[src/rtl/adc_seq_pkg.sv]
`timescale 1ns/1ps
package adc_seq_pkg;
    localparam int CH_W   = 4;
    localparam int RAW_W  = 10;
    localparam int SLOT_W = 16;
    localparam int LEN_W  = 4;

    typedef enum logic [1:0] {
        ST_IDLE  = 2'd0,
        ST_ISSUE = 2'd1,
        ST_BUSY  = 2'd2
    } seq_state_e;

    typedef struct packed {
        logic [CH_W-1:0]  chan0;
        logic             mult;
        logic             scan;
        logic             rjust;
        logic             sgn;
        logic [LEN_W-1:0] len;
    } seq_cfg_t;

    typedef struct packed {
        seq_state_e       state;
        seq_cfg_t         cfg;
        logic [CH_W-1:0]  chan;
        logic [LEN_W-1:0] idx;
        logic             armed;
        logic             done;
    } seq_regs_t;
endpackage

[src/rtl/adc_res_fmt.sv]
`timescale 1ns/1ps
module adc_res_fmt #(
    parameter int RAW_W  = 10,
    parameter int SLOT_W = 16,
    localparam int PAD_W = SLOT_W - RAW_W
) (
    input  logic [RAW_W-1:0]  raw,
    input  logic              rjust,
    input  logic              sgn,
    output logic [SLOT_W-1:0] slot
);
    logic [RAW_W-1:0] coded;

    always_comb begin
        coded = raw ^ {sgn, {(RAW_W-1){1'b0}}};
        if (rjust) slot = {{PAD_W{1'b0}}, raw};
        else       slot = {coded, {PAD_W{1'b0}}};
    end
endmodule

[src/rtl/adc_chan_next.sv]
`timescale 1ns/1ps
module adc_chan_next #(
    parameter int CH_W = 4,
    parameter int NCH  = 16,
    localparam logic [CH_W-1:0] LAST = CH_W'(NCH - 1)
) (
    input  logic [CH_W-1:0] cur,
    input  logic            mult,
    output logic [CH_W-1:0] nxt
);
    always_comb begin
        if (!mult)            nxt = cur;
        else if (cur == LAST) nxt = '0;
        else                  nxt = cur + 1'b1;
    end
endmodule

[src/rtl/adc_res_bank.sv]
`timescale 1ns/1ps
module adc_res_bank #(
    parameter int SLOT_W = 16,
    parameter int IDX_W  = 4,
    localparam int NSLOT = 2 ** IDX_W
) (
    input  logic              clk,
    input  logic              rst_n,
    input  logic              wr_en,
    input  logic [IDX_W-1:0]  wr_idx,
    input  logic [SLOT_W-1:0] wr_data,
    input  logic [IDX_W-1:0]  rd_idx,
    output logic [SLOT_W-1:0] rd_data
);
    logic [NSLOT-1:0][SLOT_W-1:0] slots;

    for (genvar g = 0; g < NSLOT; g++) begin : g_slot
        logic [SLOT_W-1:0] val_d, val_q;

        always_comb begin
            val_d = val_q;
            if (wr_en && wr_idx == IDX_W'(g)) val_d = wr_data;
        end

        always_ff @(posedge clk or negedge rst_n) begin
            if (!rst_n) val_q <= '0;
            else        val_q <= val_d;
        end

        assign slots[g] = val_q;
    end

    assign rd_data = slots[rd_idx];
endmodule

[src/rtl/adc_seq_ctrl.sv]
`timescale 1ns/1ps
module adc_seq_ctrl
    import adc_seq_pkg::*;
#(
    parameter int NCH = 2 ** CH_W
) (
    input  logic              clk,
    input  logic              rst_n,
    input  logic              ctl_wr,
    input  logic [CH_W-1:0]   ctl_chan,
    input  logic              ctl_mult,
    input  logic              ctl_scan,
    input  logic              ctl_rjust,
    input  logic              ctl_signed,
    input  logic [LEN_W-1:0]  ctl_len,
    input  logic              trig_en,
    input  logic              trig,
    output logic              cnv_start,
    output logic [CH_W-1:0]   cnv_chan,
    input  logic              cnv_done,
    input  logic [RAW_W-1:0]  cnv_data,
    input  logic [LEN_W-1:0]  rd_idx,
    output logic [SLOT_W-1:0] rd_data,
    output logic              busy,
    output logic              seq_done
);
    localparam logic [LEN_W-1:0] ONE = LEN_W'(1);

    seq_regs_t         r_d, r_q;
    logic              wr_en;
    logic [CH_W-1:0]   chan_nxt;
    logic [SLOT_W-1:0] slot_fmt;

    adc_chan_next #(.CH_W(CH_W), .NCH(NCH)) u_step (
        .cur  (r_q.chan),
        .mult (r_q.cfg.mult),
        .nxt  (chan_nxt)
    );

    adc_res_fmt #(.RAW_W(RAW_W), .SLOT_W(SLOT_W)) u_fmt (
        .raw   (cnv_data),
        .rjust (r_q.cfg.rjust),
        .sgn   (r_q.cfg.sgn),
        .slot  (slot_fmt)
    );

    adc_res_bank #(.SLOT_W(SLOT_W), .IDX_W(LEN_W)) u_bank (
        .clk     (clk),
        .rst_n   (rst_n),
        .wr_en   (wr_en),
        .wr_idx  (r_q.idx),
        .wr_data (slot_fmt),
        .rd_idx  (rd_idx),
        .rd_data (rd_data)
    );

    always_comb begin
        r_d   = r_q;
        wr_en = 1'b0;
        if (ctl_wr) begin
            r_d.cfg.chan0 = ctl_chan;
            r_d.cfg.mult  = ctl_mult;
            r_d.cfg.scan  = ctl_scan;
            r_d.cfg.rjust = ctl_rjust;
            r_d.cfg.sgn   = ctl_signed;
            r_d.cfg.len   = ctl_len;
            r_d.chan      = ctl_chan;
            r_d.idx       = '0;
            r_d.armed     = 1'b1;
            r_d.done      = 1'b0;
            r_d.state     = trig_en ? ST_IDLE : ST_ISSUE;
        end else begin
            unique case (r_q.state)
                ST_IDLE: begin
                    if (trig_en && r_q.armed && trig) begin
                        r_d.idx   = '0;
                        r_d.chan  = r_q.cfg.chan0;
                        r_d.state = ST_ISSUE;
                    end
                end
                ST_ISSUE: begin
                    r_d.state = ST_BUSY;
                    if (r_q.idx == '0) r_d.done = 1'b0;
                end
                ST_BUSY: begin
                    if (cnv_done) begin
                        wr_en = 1'b1;
                        if (r_q.idx == r_q.cfg.len - ONE) begin
                            r_d.done  = 1'b1;
                            r_d.idx   = '0;
                            r_d.chan  = r_q.cfg.chan0;
                            r_d.state = (!trig_en && r_q.cfg.scan) ? ST_ISSUE : ST_IDLE;
                        end else begin
                            r_d.idx   = r_q.idx + ONE;
                            r_d.chan  = chan_nxt;
                            r_d.state = ST_ISSUE;
                        end
                    end
                end
                default: r_d.state = ST_IDLE;
            endcase
        end
    end

    always_ff @(posedge clk or negedge rst_n) begin
        if (!rst_n) r_q <= '0;
        else        r_q <= r_d;
    end

    assign cnv_start = (r_q.state == ST_ISSUE);
    assign cnv_chan  = r_q.chan;
    assign busy      = (r_q.state != ST_IDLE);
    assign seq_done  = r_q.done;
endmodule

[config.mk]
export PLATFORM = sky130hd
export DESIGN_NAME = adc_seq_ctrl
export DESIGN_NICKNAME = d
export VERILOG_FILES = /design/src/rtl/adc_seq_pkg.sv /design/src/rtl/adc_res_fmt.sv /design/src/rtl/adc_chan_next.sv /design/src/rtl/adc_res_bank.sv /design/src/rtl/adc_seq_ctrl.sv
export SDC_FILE = /design/constraint.sdc
export NUM_CORES = 1
export LEC_CHECK = 0
export BUFFER_PORTS_ARGS = -buffer_cell sky130_fd_sc_hd__buf_4
export CORE_ASPECT_RATIO = 0.9
export CORE_MARGIN = 1.5
export CORE_UTILIZATION = 56
export CTS_BUF_LIST = sky130_fd_sc_hd__clkbuf_16
export DETAILED_ROUTE_END_ITERATION = 10
export GPL_TIMING_DRIVEN = 0
export HOLD_SLACK_MARGIN = 0.05
export PLACE_DENSITY = 0.77
export SLEW_MARGIN = 10
export SYNTH_ARGS = -nofsm -noshare
export SYNTH_HDL_FRONTEND = slang
export SYNTH_HIERARCHICAL = 1
export SYNTH_SLANG_ARGS = --single-unit
[constraint.sdc]
create_clock -name clk -period 2.55 [get_ports clk]
set_clock_uncertainty 0.1 [all_clocks]
set_input_delay 0.255 -clock clk [delete_from_list [all_inputs] [get_ports clk]]
set_output_delay 0.255 -clock clk [all_outputs]
set_load 0.02 [all_outputs]
==> results of run 1 <==
[report_power, final]
| group | internal (mW) | switching (mW) |
|---|---|---|
| registers | 4.59 | 0.104 |
| logic | 0.430 | 0.542 |
| clock network | 2.70 | 1.75 |
[stage by stage]
stage	std cells	power, mW	cell area (sq um)
2_1_floorplan	869	5.30	13200
3_3_place_gp	1223	5.65	13900
3_5_place_dp	1225	5.69	14000
4_1_cts	1298	10.2	15300
5_1_grt	1308	10.5	15400
6_report	1308	10.1	15400
[how the worst min path moves through the flow]
stage / start / to / slack [ps]
2_1_floorplan: rst_n / cnv_chan[0]$_DFFE_PN0P_ / -140
3_3_place_gp: trig_en / r_q[22]$_DFFE_PN0P_ / 360
5_1_grt: cnv_data[6] / u_bank/g_slot[7].val_q[6]$_DFFE_PN0P_ / 80
4_1_cts: cnv_data[6] / u_bank/g_slot[9].val_q[6]$_DFFE_PN0P_ / 60
6_report: cnv_data[6] / u_bank/g_slot[9].val_q[6]$_DFFE_PN0P_ / 80
3_5_place_dp: rst_n / u_bank/g_slot[0].val_q[8]$_DFFE_PN0P_ / 150
[logic make-up (layout without fill, tap and decap cells)]
logic type / count (synthesis) / in the layout / synth area share
flops: 280 / 280 / 0.532
mux: 335 / 335 / 0.348
buf+inv: 74 / 211 / 0.0304
xor+xnor: 8 / 8 / 0.00532
compound gates: 58 / 58 / 0.0321
simple gates: 110 / 110 / 0.0481
fa+ha+maj: 4 / 4 / 0.00380
[worst register-to-register path, stage by stage, from the launching register on]
cell and delay (ps):
dfrtp_2 450, nor2b_4 160, nor2b_1 150, buf_4 150, and2_4 200, nand3b_4 150
or3_1 370, buf_6 150, buf_6 160, mux2_4 310
[registers in the layout, summed over array words and instances, names as in the netlist]
name,count
u_bank/g_slot.val_q,256
cnv_chan,4
r_q,19
seq_done,1
[area by class of cell]
| type | count | share of cell area |
|---|---|---|
| inverter | 5 | 0.00122 |
| multi-input combinational | 515 | 0.378 |
| clock buffer | 31 | 0.0503 |
| timing repair buffer | 84 | 0.0466 |
| clock inverter | 23 | 0.0158 |
| buffer | 68 | 0.0287 |
| sequential | 280 | 0.455 |
| tap | 302 | 0.0245 |
[repair_timing]
item,4_1_cts,5_1_grt
hold buffers,16,0
buffers inserted,4,10
resized for setup,28,18
hold endpoints to repair,88,0
endpoints found under the setup margin,272,114
pin swaps,3,1
[layer usage]
metal / share of wire / track usage / vias up / routed length [um]
li1: - / - / 3431 / -
met1: 0.46 / 0.385 / 4171 / 13500
met2: 0.47 / 0.386 / 200 / 13800
met3: 0.060 / 0.0427 / 37 / 1780
met4: 0.013 / 0.0491 / 0 / 383
met5: 0 / 0 / - / 0
[placed cells by master (no fill, tap or decap), drive strengths merged, types with 3 or more instances in the layout]
master	instances
nor2b	12
nand2b	9
nand3	3
nand3b	4
a22oi	32
clkinvlp	4
dfrtp	280
nor3	4
xnor2	8
mux2	271
a21o	3
dlygate4sd3	16
inv	10
and2	9
clkinv	9
o21ai	6
buf	105
nor2	20
ha	4
mux4	64
clkbuf	62
a221oi	4
bufinv	5
nand2	35
a21oi	5
==> results.cfg, run 1 <==
[worst_setup_path]
worst_r2r_path_depth = 9
worstSetupPathType = in2out
required_ps = 2190
start_kind = input port
ff2ff_setup_slack_ps = 80
critPathTopFamily = buffers and inverters
worst_path_largest_cell_delay_ps = 540
cp.depth = 6
r2r_start = r_q[22]$_DFFE_PN0P_
crit_fanout = 10
cp_slowest_cell = mux4_2
critPathCapture = rd_data[14]
crit_start = rd_idx[0]
worstPathCellList = buf_2 -> buf_4 -> mux4_2 -> a22oi_1 -> nand2_1 -> buf_4
crit_top_cell = buf_4
cp-end-kind = primary output
cp.arrival_ps = 2120
r2r-end = u_bank/g_slot[4].val_q[12]$_DFFE_PN0P_
path_buf_inv = 3

[die]
start_util = 0.567
die_h_um = 148
die_w_um = 165
dieArea_sq_um = 24400
core_area_sq_um = 23200
pin_count = 55
rows = 53

[cts]
clk-insertion-delay-late_ps = 550
tritoncts = done
cts_buffers = 30
clockBufferDepth = 3
htree_num_levels = 1
path_clk_slew_ps = 60
ctsRootBufferMaster = clkbuf_16
cts.sinks = 280

[sta]
hold_viol_final = 0
hold_ws_ps = 82.7
tightest_slew_ps = 719
slew_headroom = 0.520
period_needed_ps = 2480
timing.fmax_ghz = 0.404
slew_viol_final = 0
setup_viol = 0
tns_ps = 0
timing.final.ws_setup_ps = 72.4
grt_setup_unrepaired = false
fin_crit_sh = 0.972

[drt]
drt_iter0_markers = 433
first_pass_iters = 5
drc_errors = 0
vias_per_cell = 5.99
vias = 7839
ant_nets = 0
post_drt_wl_per_cell_um = 22.5
wl_mm = 29.4

[grt]
grt_use_total = 0.252
grt_pass1_vias = 8234
grt_pass1_wl_mm = 47.2
grt.overflow.total = 0
antenna_found_initial = 0
grt_max_degree = 113

[yosys]
synth_nets = 905
synth-edff-count = 0
synth.most_common_cell = dfrtp_1
ys_ff_latch = 280
synthCells = 869
synth.area.top_cells = dfrtp_1 (53%), mux2_2 (21%), mux4_2 (11%), mux2_4 (2.7%), a22oi_1 (1.8%)
yosys.area.top_type = dfrtp_1
synth_cell_type_count = 48
yosys_most_used_dff = dfrtp_1
synth_area_sq_um = 13200
synth_top_area_frac = 0.532
postSynth.asyncResetShare = 1.00
syn_area_per_cell_sq_um = 15.2
synth_commonest_cells = dfrtp_1 (280), mux2_2 (247), mux4_2 (64), nand2_1 (34), a22oi_1 (32)
yosysSeqAreaShare = 0.532
yosys_warnings = 6

[placed_design]
place_congestion = 0.812
post-place-ws_ps = -480
hpwl_mm = 19.8
port-buffer-count = 52

[power]
power_density_nw_per_um2 = 656
peakVddDrop_mv = 0.559
power.leakage_nw = 7.56

[finish]
n_fill_cell = 1640
drive_gt1_frac = 0.513
multi_input_comb_area_sq_um = 5830
final-seq-area_sq_um = 7010
fin_nets = 1020
syn2layout_area_growth_pct = 17.1
final_util = 0.664
diodes = 0

[worst_hold_path]
hold_path_depth = 3
hold_path.class = in2reg

[run_status]
outcome = finished, final reports clean

[run]
cap_violations = 0
Note: power is estimated with default switching activity, not from simulation.
==> run 2: changes to the inputs <==
--- a/config.mk
+++ b/config.mk
@@ -8,14 +8,13 @@
 export BUFFER_PORTS_ARGS = -buffer_cell sky130_fd_sc_hd__buf_4
 export CORE_ASPECT_RATIO = 0.9
 export CORE_MARGIN = 1.5
-export CORE_UTILIZATION = 56
+export CORE_UTILIZATION = 61
 export CTS_BUF_LIST = sky130_fd_sc_hd__clkbuf_16
 export DETAILED_ROUTE_END_ITERATION = 10
 export GPL_TIMING_DRIVEN = 0
 export HOLD_SLACK_MARGIN = 0.05
-export PLACE_DENSITY = 0.77
+export PLACE_DENSITY = 0.8
 export SLEW_MARGIN = 10
 export SYNTH_ARGS = -nofsm -noshare
 export SYNTH_HDL_FRONTEND = slang
-export SYNTH_HIERARCHICAL = 1
 export SYNTH_SLANG_ARGS = --single-unit
==> constraint.sdc (replaced) <==
create_clock -name clk -period 2.6 [get_ports clk]
set_clock_uncertainty 0.1 [all_clocks]
set_input_delay 0.26 -clock clk [delete_from_list [all_inputs] [get_ports clk]]
set_output_delay 0.26 -clock clk [all_outputs]
set_load 0.02 [all_outputs]
==> run 2 against run 1 <==
  * First-iteration DRC count grew to 2.6 times the previous value
  * Register-to-register slack about the same
  * Via count rose by 25%
  * Highest routed layer unchanged
  * Global-route usage rose by 8.9 points
  * Synthesized area fell by 5.7%
  * Clock power decreased by 7.7%
  * Combinational power fell by 12%
  * Non-clock buffer count is 12 higher
  * Die area shrank 13%
  * The flow now finishes with violations (setup timing)
  * Synthesized cell count up 28%
  * Hold slack better by 53 ps
  * Sequential power down 3%
==> results.cfg, run 2 <==
[run_status]
outcome = complete, but fails checks
violations = setup timing

[grt]
grt_pass1_wl_mm = 54.8
grt_pass1_vias = 9928
grt_max_degree = 114
grt.overflow.total = 0
antenna_found_initial = 0
grt_use_total = 0.341

[yosys]
postSynth.asyncResetShare = 1.00
ys_ff_latch = 280
yosys.area.top_type = dfrtp_1
synth_top_area_frac = 0.564
yosys_warnings = 0
yosysSeqAreaShare = 0.564
synth_area_sq_um = 12400
synth-edff-count = 0
synth.area.top_cells = dfrtp_1 (56%), mux4_2 (15%), o21ai_0 (11%), nand2_1 (8.4%), clkbuf_1 (2.3%)
synth_nets = 1153
synth_commonest_cells = dfrtp_1 (280), nand2_1 (278), o21ai_0 (266), mux4_2 (80), clkbuf_1 (77)
synthCells = 1115
synth.most_common_cell = dfrtp_1
yosys_most_used_dff = dfrtp_1
syn_area_per_cell_sq_um = 11.1
synth_cell_type_count = 43

[worst_setup_path]
start_kind = input port
path_buf_inv = 3
critPathTopFamily = buffers and inverters
worstPathCellList = clkbuf_2 -> buf_2 -> mux4_2 -> mux4_2 -> buf_4
cp.arrival_ps = 2240
required_ps = 2240
crit_top_cell = mux4_2
cp_slowest_cell = mux4_2
crit_fanout = 10
cp-end-kind = primary output
worst_path_largest_cell_delay_ps = 540
worstSetupPathType = in2out

[cts]
tritoncts = done
htree_num_levels = 1
clk-insertion-delay-late_ps = 540
cts.sinks = 280
ctsRootBufferMaster = clkbuf_16
path_clk_slew_ps = 60
clockBufferDepth = 3
cts_buffers = 28

[finish]
fin_nets = 1249
final_util = 0.714
stdcell_count = 1487
most-common-layout-cells = dfrtp_1 (280), nand2_1 (278), o21ai_0 (266), mux4_2 (80), clkbuf_1 (69)
drive_gt1_frac = 0.168
diodes = 0
largest_register = u_bank.g_slot.val_q
final_common_cell = dfrtp_1
largest_reg_flops = 256
syn2layout_area_growth_pct = 14.9
final_cell_area_sq_um = 14300

[sta]
grt_setup_unrepaired = false
fin_crit_sh = 1.00
hold_viol_final = 0
hold_ws_ps = 136
timing.fmax_ghz = 0.384
slew_headroom = 0.410
slew_viol_final = 0
tightest_slew_ps = 860
setup_viol = 1
timing.final.ws_setup_ps = -1.04
period_needed_ps = 2600

[drt]
drt_iter0_markers = 1147
top_layer_used = met4
drc_errors = 0
vias_per_cell = 6.58
vias = 9784
first_pass_iters = 5
wl_mm = 35.0
m1WireLength_mm = 13.8
post_drt_wl_per_cell_um = 23.5
wl_met3_mm = 3.79
dr_wl_met2_mm = 16.2
ant_nets = 0

[power]
power.internal_mw = 7.19
switching_share = 0.244
power_density_nw_per_um2 = 667
peakVddDrop_mv = 0.366
switchingPower_mw = 2.32
clkPwrFrac = 0.431
power.leakage_nw = 6.28
p_seq_frac = 0.479
power_frac_comb = 0.090

[placed_design]
hpwl_mm = 24.1
placed_cells = 1421
place_congestion = 0.883
port-buffer-count = 49
place_area_sq_um = 13200

[die]
pin_count = 55
dieArea_sq_um = 21200
rows = 49
die_w_um = 153
start_util = 0.621
core_area_sq_um = 20000
die_h_um = 138

[worst_hold_path]
hold_path.class = in2reg

[run]
cap_violations = 0
-- run 2: cell count changes after synthesis, moves of 9 or more --
cell / change
nor2_2: -9
o21ai_0: +261
clkbuf_1: +48
mux2_4: -23
nand4_1: +16
mux4_2: +16
nand2_1: +244
mux2_2: -241
a22oi_1: -31
-- run 2: final timing paths --
path / startpoint / endpoint / slack, ps / cells after the start
hold / removal: ctl_wr / r_q[20]$_DFFE_PN0P_ / 140 / 2
setup reg to reg: r_q[15]$_DFFE_PN0P_ / u_bank.g_slot[15].val_q[6]$_DFFE_PN0P_ / 70 / 4
max in group asynchronous: rst_n / u_bank.g_slot[5].val_q[10]$_DFFE_PN0P_ / 800 / 4
hold reg to reg: u_bank.g_slot[3].val_q[3]$_DFFE_PN0P_ / u_bank.g_slot[3].val_q[3]$_DFFE_PN0P_ / 380 / 2
setup / recovery: rd_idx[1] / rd_data[3] / -1 / 5
min in group asynchronous: rst_n / u_bank.g_slot[0].val_q[1]$_DFFE_PN0P_ / 190 / 2
-- run 2: cell type report --
class / instances / area, sq um
timing repair buffer: 66 / 581
tap: 255 / 319
inverter: 12 / 45.0
clock inverter: 22 / 196
sequential: 280 / 7010
fill: 1363 / 5710
buffer: 98 / 439
clock buffer: 29 / 726
multi-input combinational: 725 / 4960
-- run 2: layer usage --
layer  vias up  GRT usage
met5         -          0
met4         0      0.115
met3       104     0.0793
met2       619      0.521
met1      4961      0.491
li1       4100          -
-- run 2: kinds of logic after synthesis --
group / Yosys count / share of synthesized area
buffers and inverters: 110 / 0.0363
XOR/XNOR: 7 / 0.00615
AND/OR/NAND/NOR: 331 / 0.109
adder cells (fa/ha/maj): 6 / 0.00605
multiplexers: 92 / 0.156
flip-flops: 280 / 0.564
AO/OA/AOI/OAI: 289 / 0.122
-- run 2: metrics by stage --
step | power (mW) | setup WS (ps) | setup TNS [ps]
after floorplan | 5.08 | 393 | 0
after global placement | 5.41 | -1210 | -336740
after detailed placement | 5.45 | -610 | -8400
after CTS | 9.50 | -41.0 | -222
after global routing | 9.77 | 7.64 | 0
final | 9.51 | -1.04 | -1.04
-- run 2: power groups by stage --
| stage | sequential, mW | combinational [mW] | clock (mW) |
|---|---|---|---|
| after floorplan | 4.61 | 0.475 | 0 |
| after global placement | 4.63 | 0.780 | 0 |
| after detailed placement | 4.63 | 0.817 | 0 |
| after CTS | 4.55 | 0.841 | 4.11 |
| after global routing | 4.57 | 0.930 | 4.28 |
| final | 4.56 | 0.857 | 4.10 |
-- run 2: what timing repair did --
| item | 4_1_cts | 5_1_grt |
|---|---|---|
| endpoints found under the setup margin | 16 | 32 |
| pin swaps | 0 | 0 |
| setup buffers | 0 | 0 |
| gates resized for setup | 5 | 21 |
| hold endpoints to repair | 95 | 0 |
| hold buffers | 15 | 0 |
